$ cat config.mk
export PLATFORM = sky130hd
export DESIGN_NAME = plane_latch_port
export DESIGN_NICKNAME = d
export VERILOG_FILES = /design/src/rtl/plp_pkg.sv /design/src/rtl/plp_decode.sv /design/src/rtl/plp_ptr.sv /design/src/rtl/plp_bank.sv /design/src/rtl/plane_latch_port.sv
export SDC_FILE = /design/constraint.sdc
export NUM_CORES = 1
export LEC_CHECK = 0
export BUFFER_PORTS_ARGS = -buffer_cell sky130_fd_sc_hd__buf_2
export CORE_ASPECT_RATIO = 0.7
export CORE_MARGIN = 2
export CORE_UTILIZATION = 57
export CTS_BUF_LIST = sky130_fd_sc_hd__clkbuf_8
export CTS_CLUSTER_DIAMETER = 80
export CTS_CLUSTER_SIZE = 12
export DETAILED_ROUTE_END_ITERATION = 10
export GPL_ROUTABILITY_DRIVEN = 0
export GPL_TIMING_DRIVEN = 0
export PLACE_DENSITY = 0.87
export RECOVER_POWER = 25
export SYNTH_ARGS = -nofsm -noshare
export SYNTH_HDL_FRONTEND = slang
export SYNTH_SLANG_ARGS = --single-unit
$ cat constraint.sdc
create_clock -name clk -period 6.5 [get_ports clk]
set_input_delay 0.65 -clock clk [delete_from_list [all_inputs] [get_ports clk]]
set_output_delay 0.65 -clock clk [all_outputs]
set_load 0.005 [all_outputs]
$ cat src/rtl/plp_pkg.sv
package plp_pkg;

  typedef enum logic [2:0] {
    ACC_NONE,
    ACC_FG_DIRECT,
    ACC_FG_STREAM,
    ACC_PTR_SET,
    ACC_BG_STREAM
  } acc_e;

endpackage

$ cat src/rtl/plp_decode.sv
module plp_decode
  import plp_pkg::*;
#(
  parameter int unsigned       IW            = 8,
  parameter int unsigned       LANES         = 4,
  parameter logic [IW-1:0]     IDX_FG_BASE   = 8'hEC,
  parameter logic [IW-1:0]     IDX_FG_STREAM = 8'hF0,
  parameter logic [IW-1:0]     IDX_PTR_SEL   = 8'hF1,
  parameter logic [IW-1:0]     IDX_BG_STREAM = 8'hF2,
  localparam int unsigned      PW            = $clog2(LANES)
) (
  input  logic [IW-1:0] index,
  output acc_e          kind,
  output logic [PW-1:0] lane
);

  logic [IW-1:0] offset;

  always_comb begin
    offset = index - IDX_FG_BASE;
    lane   = offset[PW-1:0];
    if (index == IDX_FG_STREAM)        kind = ACC_FG_STREAM;
    else if (index == IDX_PTR_SEL)     kind = ACC_PTR_SET;
    else if (index == IDX_BG_STREAM)   kind = ACC_BG_STREAM;
    else if (offset < IW'(LANES))      kind = ACC_FG_DIRECT;
    else                               kind = ACC_NONE;
  end

endmodule

$ cat src/rtl/plp_ptr.sv
module plp_ptr #(
  parameter int unsigned  LANES = 4,
  localparam int unsigned PW    = $clog2(LANES)
) (
  input  logic          clk,
  input  logic          rst_n,
  input  logic          set_en,
  input  logic [PW-1:0] set_val,
  input  logic          inc_en,
  input  logic          clr_en,
  output logic [PW-1:0] ptr
);

  logic [PW-1:0] ptr_next;

  always_comb begin
    if (ptr == PW'(LANES - 1)) ptr_next = '0;
    else                       ptr_next = ptr + 1'b1;
  end

  always_ff @(posedge clk or negedge rst_n) begin
    if (!rst_n)       ptr <= '0;
    else if (set_en)  ptr <= set_val;
    else if (inc_en)  ptr <= ptr_next;
    else if (clr_en)  ptr <= '0;
  end

endmodule

$ cat src/rtl/plp_bank.sv
module plp_bank #(
  parameter int unsigned  DW    = 8,
  parameter int unsigned  LANES = 4,
  localparam int unsigned PW    = $clog2(LANES)
) (
  input  logic                clk,
  input  logic                rst_n,
  input  logic                wr_en,
  input  logic [PW-1:0]       wr_sel,
  input  logic [DW-1:0]       wr_data,
  input  logic                bulk_en,
  input  logic [LANES*DW-1:0] bulk_data,
  output logic [LANES*DW-1:0] q
);

  for (genvar g = 0; g < LANES; g++) begin : g_lane
    always_ff @(posedge clk or negedge rst_n) begin
      if (!rst_n)
        q[g*DW +: DW] <= '0;
      else if (bulk_en)
        q[g*DW +: DW] <= bulk_data[g*DW +: DW];
      else if (wr_en && (wr_sel == PW'(g)))
        q[g*DW +: DW] <= wr_data;
    end
  end

endmodule

$ cat src/rtl/plane_latch_port.sv
module plane_latch_port
  import plp_pkg::*;
#(
  parameter int unsigned   DW            = 8,
  parameter int unsigned   IW            = 8,
  parameter int unsigned   LANES         = 4,
  parameter int unsigned   FG_SEL_LSB    = 4,
  parameter logic [IW-1:0] IDX_FG_BASE   = 8'hEC,
  parameter logic [IW-1:0] IDX_FG_STREAM = 8'hF0,
  parameter logic [IW-1:0] IDX_PTR_SEL   = 8'hF1,
  parameter logic [IW-1:0] IDX_BG_STREAM = 8'hF2,
  localparam int unsigned  PW            = $clog2(LANES),
  localparam int unsigned  LW            = LANES * DW
) (
  input  logic          clk,
  input  logic          rst_n,
  input  logic [IW-1:0] reg_index,
  input  logic [DW-1:0] reg_wdata,
  input  logic          reg_wr,
  input  logic          reg_rd,
  output logic [DW-1:0] reg_rdata,
  input  logic          ld_valid,
  input  logic [LW-1:0] ld_data,
  output logic [LW-1:0] fg_latch,
  output logic [LW-1:0] bg_latch
);

  acc_e          kind;
  logic [PW-1:0] direct_lane;
  logic [PW-1:0] fg_ptr;
  logic [PW-1:0] bg_ptr;
  logic          rd_only;
  logic          fg_wr_en;
  logic [PW-1:0] fg_wr_sel;

  plp_decode #(
    .IW(IW), .LANES(LANES),
    .IDX_FG_BASE(IDX_FG_BASE), .IDX_FG_STREAM(IDX_FG_STREAM),
    .IDX_PTR_SEL(IDX_PTR_SEL), .IDX_BG_STREAM(IDX_BG_STREAM)
  ) u_decode (
    .index (reg_index),
    .kind  (kind),
    .lane  (direct_lane)
  );

  assign rd_only   = reg_rd && !reg_wr;
  assign fg_wr_en  = reg_wr && (kind == ACC_FG_DIRECT || kind == ACC_FG_STREAM);
  assign fg_wr_sel = (kind == ACC_FG_DIRECT) ? direct_lane : fg_ptr;

  plp_ptr #(.LANES(LANES)) u_fg_ptr (
    .clk     (clk),
    .rst_n   (rst_n),
    .set_en  (reg_wr && kind == ACC_PTR_SET),
    .set_val (reg_wdata[FG_SEL_LSB +: PW]),
    .inc_en  (reg_wr && kind == ACC_FG_STREAM),
    .clr_en  (rd_only && kind == ACC_FG_STREAM),
    .ptr     (fg_ptr)
  );

  plp_ptr #(.LANES(LANES)) u_bg_ptr (
    .clk     (clk),
    .rst_n   (rst_n),
    .set_en  (reg_wr && kind == ACC_PTR_SET),
    .set_val (reg_wdata[PW-1:0]),
    .inc_en  (reg_wr && kind == ACC_BG_STREAM),
    .clr_en  (rd_only && kind == ACC_BG_STREAM),
    .ptr     (bg_ptr)
  );

  plp_bank #(.DW(DW), .LANES(LANES)) u_fg_bank (
    .clk       (clk),
    .rst_n     (rst_n),
    .wr_en     (fg_wr_en),
    .wr_sel    (fg_wr_sel),
    .wr_data   (reg_wdata),
    .bulk_en   (1'b0),
    .bulk_data ({LW{1'b0}}),
    .q         (fg_latch)
  );

  plp_bank #(.DW(DW), .LANES(LANES)) u_bg_bank (
    .clk       (clk),
    .rst_n     (rst_n),
    .wr_en     (reg_wr && kind == ACC_BG_STREAM),
    .wr_sel    (bg_ptr),
    .wr_data   (reg_wdata),
    .bulk_en   (ld_valid),
    .bulk_data (ld_data),
    .q         (bg_latch)
  );

  always_comb begin
    reg_rdata = '1;
    if (reg_rd) begin
      if (kind == ACC_FG_STREAM)      reg_rdata = fg_latch[fg_ptr*DW +: DW];
      else if (kind == ACC_BG_STREAM) reg_rdata = bg_latch[bg_ptr*DW +: DW];
    end
  end

endmodule

Word level (Yosys, flattened, before mapping)
Cells that the tools add are included.
{"block": "totals", "ff_bits": 68, "in_bits": 53, "word_cells": 79, "output_inout_bits": 72}
{"block": "classes", "add_sub_neg": 3, "shift": 2, "n_lt_le_gt_ge": 1, "n_reduce_logical": 25, "mux": 24, "n_eq_ne": 14}
{"operator": "$mux 8", "count": 11}
{"operator": "$shiftx 32x6->8", "count": 2}
{"operator": "$eq 8x8->1 const B", "count": 3}
{"operator": "$mux 2", "count": 9}
{"operator": "$logic_and 1x1->1", "count": 15}
{"operator": "$eq 2x2->1 const B", "count": 5}
{"operator": "$mux 3", "count": 3}
{"operator": "$lt 8x3->1 const B", "count": 1}
{"operator": "$reduce_bool 2->1", "count": 4}
{"operator": "$sub 8x8->8 const B", "count": 1}
{"operator": "$eq 3x2->1 const B", "count": 2}
{"operator": "$reduce_bool 3->1", "count": 2}
{"operator": "$add 2x1->2 const B", "count": 2}
{"operator": "$eq 2x1->1 const B", "count": 2}
{"operator": "$logic_not 2->1", "count": 2}
{"operator": "$eq 3x1->1 const B", "count": 1}
{"operator": "$eq 3x3->1 const B", "count": 1}
{"operator": "$logic_not 1->1", "count": 1}
{"operator": "$logic_or 1x1->1", "count": 1}
{"operator": "$mux 1", "count": 1}

Longest topological paths before layout
Gate-level depths: netlist of run 1.
{"block": "logic_depth", "word_depth": 11, "depth_mapped": 6, "depth_no_buf": 5}

Modules after synthesis
A second synthesis of run 1 with hierarchy kept.
{"block": "unflattened", "hier_cells": 374, "hier_area_um2": 4036.4}
{"mod": "plp_bank", "area_each_um2": 1569.0, "cells_each": 148, "n_inst": 2, "seq_area_each_um2": 800.8}
{"mod": "plane_latch_port", "area_each_um2": 590.6, "cells_each": 48, "n_inst": 1, "seq_area_each_um2": 0.0}
{"mod": "plp_ptr", "area_each_um2": 117.6, "cells_each": 10, "n_inst": 2, "seq_area_each_um2": 50.0}
{"mod": "plp_decode", "area_each_um2": 72.6, "cells_each": 10, "n_inst": 1, "seq_area_each_um2": 0.0}

Worst setup path after synthesis of run 1
No wires, ideal clock.
{"block": "synth_timing", "kind": "input to register", "from": "input reg_index[2]", "to": "register u_fg_bank.q[10]", "setup_slack_ns": 4.047, "setup_time_ns": 0.125, "required_time_ns": 6.375, "stages": 6, "arrival_ns": 2.328, "n_path_buf": 2, "cell_sequence": "or3b_1 -> clkbuf_2 -> or4b_1 -> a211o_1 -> buf_6 -> mux2_4"}
{"block": "synth_via", "elab_chain_len": 10, "elab_cells_between_ends": 16, "classes_between": "1 x add/sub; 1 x order compare; 6 x eq/ne; 5 x mux; 3 x reduce/logical"}
{"item": "start, declared", "line_no": "plane_latch_port.sv:17", "rtl": "input logic [IW-1:0] reg_index,"}
{"item": "$sub 8x8->8", "line_no": "plp_decode.sv:20", "rtl": "offset = index - IDX_FG_BASE;"}
{"item": "$lt 8x3->1", "line_no": "plp_decode.sv:25", "rtl": "else if (offset < IW'(LANES)) kind = ACC_FG_DIRECT;"}
{"item": "$mux 1", "line_no": "plp_decode.sv:25"}
{"item": "$mux 3", "line_no": "plp_decode.sv:24", "rtl": "else if (index == IDX_BG_STREAM) kind = ACC_BG_STREAM;"}
{"item": "$mux 3", "line_no": "plp_decode.sv:23", "rtl": "else if (index == IDX_PTR_SEL) kind = ACC_PTR_SET;"}
{"item": "$mux 3 *", "line_no": "plp_decode.sv:22", "rtl": "if (index == IDX_FG_STREAM) kind = ACC_FG_STREAM;"}
{"item": "$eq 3x1->1 / $eq 3x2->1 (equally long branches)", "line_no": "plane_latch_port.sv:47, plane_latch_port.sv:48"}
{"item": "$mux 2 / $logic_or 1x1->1 (equally long branches)", "line_no": "plane_latch_port.sv:48, plane_latch_port.sv:47"}
{"item": "$eq 2x1->1 / $logic_and 1x1->1 (equally long branches)", "line_no": "plp_bank.sv:22, plane_latch_port.sv:47"}
{"item": "$logic_and 1x1->1 *", "line_no": "plp_bank.sv:22", "rtl": "else if (wr_en && (wr_sel == PW'(g)))"}
{"item": "end signal, assigned by index", "line_no": "plp_bank.sv:21", "rtl": "q[g*DW +: DW] <= bulk_data[g*DW +: DW];"}
{"item": "end signal, assigned by index", "line_no": "plp_bank.sv:23", "rtl": "q[g*DW +: DW] <= wr_data;"}
{"item": "end, declared", "line_no": "plp_bank.sv:13", "rtl": "output logic [LANES*DW-1:0] q"}
Every way passes the cells marked *; elsewhere a longest branch is shown, timed or not.
A chain may end at the register's enable or synchronous reset.

==> results of run 1 <==
[per-stage QoR]
step           cells  setup slack (ps)
6_report         497              2930
5_1_grt          497              2220
4_1_cts          497              3440
3_5_place_dp     481              3740
3_3_place_gp     481              3760
2_1_floorplan    281              4050
[cells by family after synthesis]
family	Yosys count	share of synthesized area
muxes	111	0.386
DFF	68	0.450
and+or+nand+nor	56	0.0827
buffers and inverters	21	0.0294
AOI/OAI and AO/OA	19	0.0328
adders and majority gates	5	0.0165
xor gates and xnor gates	1	0.00232
[area by class of cell]
cell class              instances  share of cell area
plain buffers                  18              0.0211
flip-flops and latches         68               0.359
clock inverters                 5              0.0209
clock buffers                  11              0.0320
inverters                       3             0.00238
well taps                      78              0.0206
multi-input cells             192               0.415
repair buffers                122               0.129
[where the power goes]
| part | total (mW) | switching, mW | internal, mW |
|---|---|---|---|
| sequential | 0.484 | 0.0273 | 0.457 |
| clock | 0.435 | 0.162 | 0.274 |
| combinational | 0.204 | 0.0913 | 0.113 |
[sequential cells by signal, indices dropped and copies added, names as in the netlist]
name / flops
u_fg_bank.q: 32
u_bg_bank.q: 32
u_fg_ptr.ptr: 2
u_bg_ptr.ptr: 2
[path summary, 6_finish.rpt]
| kind | start | cells past startpoint | endpoint |
|---|---|---|---|
| min reg2reg | u_fg_bank.q[30] | 1 | u_fg_bank.q[30] |
| min in group asynchronous | rst_n | 1 | u_fg_bank.q[10] |
| max | rst_n | 1 | u_fg_bank.q[28] |
| max in group clk | u_fg_ptr.ptr[0] | 5 | reg_rdata[2] |
| max reg2reg | u_bg_ptr.ptr[0] | 6 | u_bg_bank.q[17] |
| min | u_fg_bank.q[30] | 1 | u_fg_bank.q[30] |
[per-layer routing]
layer | vias up | GRT usage | wire (um) | part of all wire
met5 | - | 0 | 0 | 0
met4 | 0 | 0.0961 | 132 | 0.013
met3 | 11 | 0.110 | 996 | 0.097
met2 | 146 | 0.456 | 4910 | 0.48
met1 | 1461 | 0.391 | 4260 | 0.41
li1 | 1319 | - | - | -
[Yosys cell counts (5+ instances only)]
master	instances	area share
nand2_1	20	0.020
mux4_2	16	0.095
nand3_1	9	0.012
dfrtp_1	68	0.45
ha_1	5	0.017
o21ai_0	6	0.0079
nand4_1	5	0.0083
mux2_2	87	0.26
mux2_4	8	0.032
clkbuf_1	10	0.0099
==> run_results.csv, run 1 <==
group,metric,value,unit
run_status,status,"finished, violations left",
run_status,violations,"capacitance limit, slew limit",
critical_path,rrSetupSlack,3840,ps
timing,fin_crit_sh,0.550,
global_routing,overflow,0,
timing,rsz0062_at_grt,"no",
critical_path,end_kind,"async pin",
cells_and_area,antennaDiodeCount,0,
critical_path,path_delay_family,"buffers and inverters",
route,drt_iter0_drc,182,
cells_and_area,multi_input_area,0.00197,mm2
die,die_h,72.1,um
yosys,ys_warn_count,0,
critical_path,slowest_stage,"clkbuf_1",
critical_path,worst_ep_required_time,6130,ps
yosys,synth_seq_cells,68,
yosys,syn_nets,339,
critical_path,worstPathArrival,3200,ps
cells_and_area,fillers,418,
clock_tree,htreeDepth,3,
critical_path,setup.worst_path.class,"primary input to async pin",
yosys,ys_seq_area_frac,0.450,
placed_design,hpwl,7.53,mm
die,start_util,0.600,
cells_and_area,fin_area,0.00474,mm2
critical_path,crit_fanout,68,
cells_and_area,final_common_cell,"buf_2",
timing,fin_crit,3570,ps
route,dr.pass1.iters,4,
yosys,synthArstFlopShare,1.00,
critical_path,startpoint_type,"primary input",
global_routing,grt_pass1_vias,3079,
timing,slew_headroom,-1.42,
die,dieArea,0.00731,mm2
route,wl_per_cell,20.7,um
cells_and_area,drive_gt1_frac,0.611,
route,postRouteWirelength,10.3,mm
clock_tree,path_clk_slew,70,ps
clock_tree,cts_tree,"built",
placed_design,placed_cell_area,0.00449,mm2
timing,tns,0,ps
placed_design,port_buffers,122,
clock_tree,ctsHoldBuffers,0,
critical_path,critPathMaxStageDelay,2510,ps
power_and_ir_drop,power.total,1.12,mW
die,ios,125,
timing,hold_violations,0,
yosys,ys_types,38,
route,detail_route.vias_per_cell,5.91,
timing,whs,529,ps
cells_and_area,layout.nets,472,
critical_path,crit_buf_inv,1,
clock_tree,clk_latency,350,ps
clock_tree,post_cts_buffers,0,
clock_tree,cts_resized,0,
global_routing,grt_usage,0.295,
cells_and_area,seqCellArea,0.00170,mm2
power_and_ir_drop,max-vdd-ir-drop,0.184,mV
cells_and_area,post-route-util,0.751,
clock_tree,clock_sinks,68,
power_and_ir_drop,power.leakage,2.27,nW
global_routing,grt_pass1_wl,15.7,mm
flow_run,drv_cap,1,
die,core,0.00631,mm2
global_routing,grt_max_degree,69,
timing,clock.fmax,280,MHz
cells_and_area,synthToLayoutAreaGrowth,25.3,%
yosys,synth-edff-count,0,
route,vias,2937,
hold_path,hold_path.class,"flip-flop to flip-flop",
yosys,synth_ff_type,"dfrtp_1",
die,num_rows,24,
timing,worst_pin_slew,3620,ps
route,ant_nets,0,
route,drc_errors,0,
cells_and_area,final_cell_mix,"buf_2, mux2_2, dfrtp_1",
power_and_ir_drop,p_per_area,237,mW/mm2
timing,drv_slew,69,
clock_tree,ctsLongestPathBuffers,2,
clock_tree,numCtsBuffers,9,
critical_path,crit_chain,"clkbuf_1",
global_routing,antenna_found_initial,0,
timing,setup_viol,0,
clock_tree,cts_root_buf,"clkbuf_8",
yosys,syn_area_per_cell,13.5,um2
die,die_x,101,um
yosys,synth_area,0.00378,mm2
yosys,synthCells,281,
timing,fin_skew,6.55,ps
No activity file was read; power rests on OpenSTA's default activity.
==> inputs of run 2 (changes only) <==
ABC_AREA = 1   (was unset)
CORE_UTILIZATION = 53   (was 57)
PLACE_DENSITY = 0.81   (was 0.87)
clock period = 3.3 ns   (was 6.5 ns; I/O delays follow)
==> run_results.csv, run 2 <==
group,metric,value,unit
yosys,synth_top_area_frac,0.430,
yosys,synthTopCellsByCount,"nand2_1, dfrtp_1, nand3_1, nor2_1, o21ai_0",
timing,fin_crit,2540,ps
route,dr.pass1.iters,5,
critical_path,crit_fanout,11,
flow_run,drv_cap,1,
power_and_ir_drop,max-vdd-ir-drop,0.261,mV
clock_tree,path_clk_slew,80,ps
clock_tree,cts_resized,0,
critical_path,worst_ep_required_time,2970,ps
power_and_ir_drop,p_per_area,446,mW/mm2
yosys,synth-edff-count,0,
timing,fin_crit_sh,0.771,
power_and_ir_drop,clock_power_share,0.357,
run_status,status,"finished, violations left",
yosys,ys_warn_count,0,
cells_and_area,final_common_cell,"nand2_1",
timing,drv_slew,69,
timing,rsz0062_at_grt,"no",
run_status,violations,"capacitance limit, slew limit",
global_routing,antenna_found_initial,0,
yosys,synth_seq_cells,68,
yosys,synth_area,0.00396,mm2
clock_tree,numCtsBuffers,9,
hold_path,hold_path.class,"primary input to flip-flop",
route,drc_errors,0,
timing,hold_violations,0,
cells_and_area,fin_area,0.00492,mm2
clock_tree,clock_sinks,68,
placed_design,placed_cell_area,0.00469,mm2
placed_design,port_buffers,122,
clock_tree,ctsHoldBuffers,0,
yosys,ys_types,20,
die,num_rows,26,
power_and_ir_drop,swShare,0.314,
yosys,synthCells,573,
timing,tns,0,ps
cells_and_area,fillers,632,
global_routing,grt_pass1_wl,21.2,mm
die,ios,125,
global_routing,grt_pass1_vias,4161,
yosys,syn_area_per_cell,6.91,um2
route,wl_per_cell,16.9,um
die,start_util,0.546,
critical_path,startpoint_type,"flip-flop",
timing,clock.fmax,393,MHz
critical_path,end_kind,"primary output",
yosys,yosys.area.top_type,"dfrtp_1",
cells_and_area,antennaDiodeCount,0,
cells_and_area,reg_top3,"u_bg_bank.q x32, u_fg_bank.q x32",
timing,worst_pin_slew,1670,ps
cells_and_area,final_cell_mix,"nand2_1, buf_2, dfrtp_1",
route,ant_nets,0,
power_and_ir_drop,power_switching,0.688,mW
clock_tree,cts_root_buf,"clkbuf_8",
route,detail_route.vias_per_cell,5.76,
cells_and_area,layout.nets,764,
die,core,0.00725,mm2
die,die_x,107,um
clock_tree,htreeDepth,3,
route,postRouteWirelength,13.6,mm
power_and_ir_drop,p_comb_frac,0.202,
die,dieArea,0.00818,mm2
power_and_ir_drop,power.leakage,2.86,nW
cells_and_area,drive_gt1_frac,0.228,
power_and_ir_drop,internal_power,1.50,mW
power_and_ir_drop,power.total,2.19,mW
power_and_ir_drop,seqPwrFrac,0.441,
global_routing,grt_max_degree,69,
timing,setup_viol,0,
die,die_h,76.3,um
yosys,synth_ff_type,"dfrtp_1",
yosys,syn_nets,631,
global_routing,grt_usage,0.338,
clock_tree,clk_latency,360,ps
timing,fin_skew,13.1,ps
timing,slew_headroom,-0.115,
global_routing,overflow,0,
yosys,ys_seq_area_frac,0.430,
placed_design,hpwl,10.2,mm
clock_tree,post_cts_buffers,0,
yosys,synth.area.top_cells,"dfrtp_1, nand2_1, nand3_1",
cells_and_area,post-route-util,0.678,
critical_path,setup.worst_path.class,"flip-flop to primary output",
clock_tree,ctsLongestPathBuffers,2,
clock_tree,cts_tree,"built",
critical_path,worstPathArrival,2210,ps
route,drt_iter0_drc,455,
yosys,synthArstFlopShare,1.00,
cells_and_area,synthToLayoutAreaGrowth,24.2,%
route,vias,4658,
yosys,yosysMostFrequentCell,"nand2_1",
-- run 2: changes by cell type after synthesis, moves of 8 or more --
cell,delta
mux2_4,-8
buf_2,+10
nand2_1,+214
nand3_1,+54
nand4_1,+31
mux2_2,-87
mux4_2,-16
inv_1,+11
nor2_1,+61
o21ai_0,+32
-- run 2: final cells by class --
cell class | count | area (um2) | area share
plain buffers | 26 | 119 | 0.0242
clock buffers | 10 | 138 | 0.0280
clock inverters | 6 | 87.6 | 0.0178
inverters | 17 | 63.8 | 0.0130
multi-input cells | 462 | 2070 | 0.422
flip-flops and latches | 68 | 1700 | 0.346
well taps | 98 | 123 | 0.0249
repair buffers | 122 | 611 | 0.124
-- run 2: worst max-delay path, stage by stage, from the launching register on --
cell and delay [ps]:
dfrtp_1 410, buf_2 200, inv_1 190, clkbuf_1 410, o21ai_0 260, nand3_1 130
nand2_1 50, nand2_1 80, buf_2 110
-- run 2: path summary, 6_finish.rpt --
kind                       depth (start not counted)            start  slack [ps]               to
max reg2reg                                        8  u_bg_ptr.ptr[0]        1070  u_bg_bank.q[23]
min reg2reg                                        2  u_fg_bank.q[27]         510  u_fg_bank.q[27]
min in group asynchronous                          1            rst_n         380  u_fg_bank.q[14]
max                                                8  u_bg_ptr.ptr[0]         760     reg_rdata[7]
max in group asynchronous                          1            rst_n        1900  u_bg_bank.q[26]
min                                                5      ld_data[19]         260  u_bg_bank.q[19]
-- run 2: metal layers --
metal | global-route usage | vias to the layer above | share of wire
met5 | 0 | - | 0
met4 | 0.103 | 0 | 0.022
met3 | 0.0890 | 39 | 0.14
met2 | 0.477 | 326 | 0.43
met1 | 0.508 | 2135 | 0.41
li1 | - | 2158 | -
-- run 2: power by group through the flow --
stage	registers (mW)	logic (mW)	clock network (mW)
final	0.966	0.443	0.782
after global routing	0.970	0.496	0.819
after CTS	0.962	0.436	0.780
after detailed placement	0.977	0.433	0
after global placement	0.976	0.421	0
after floorplan	0.964	0.235	0
-- run 2: cell families (layout without fill, tap and decap cells) --
logic type / count (synthesis) / in the layout / synth area share
AO/OA/AOI/OAI: 48 / 48 / 0.0607
adder cells (fa/ha/maj): 5 / 5 / 0.0158
AND/OR/NAND/NOR: 409 / 409 / 0.447
flip-flops: 68 / 68 / 0.430
buffers and inverters: 43 / 181 / 0.0462
-- run 2: metrics by stage --
step           instances  hold WS [ps]  worst slack [ps]
3_5_place_dp         793           493              1160
6_report             809           255               755
4_1_cts              809           112               816
3_3_place_gp         793           488              1230
5_1_grt              809           279               617
2_1_floorplan        573          34.4              1630
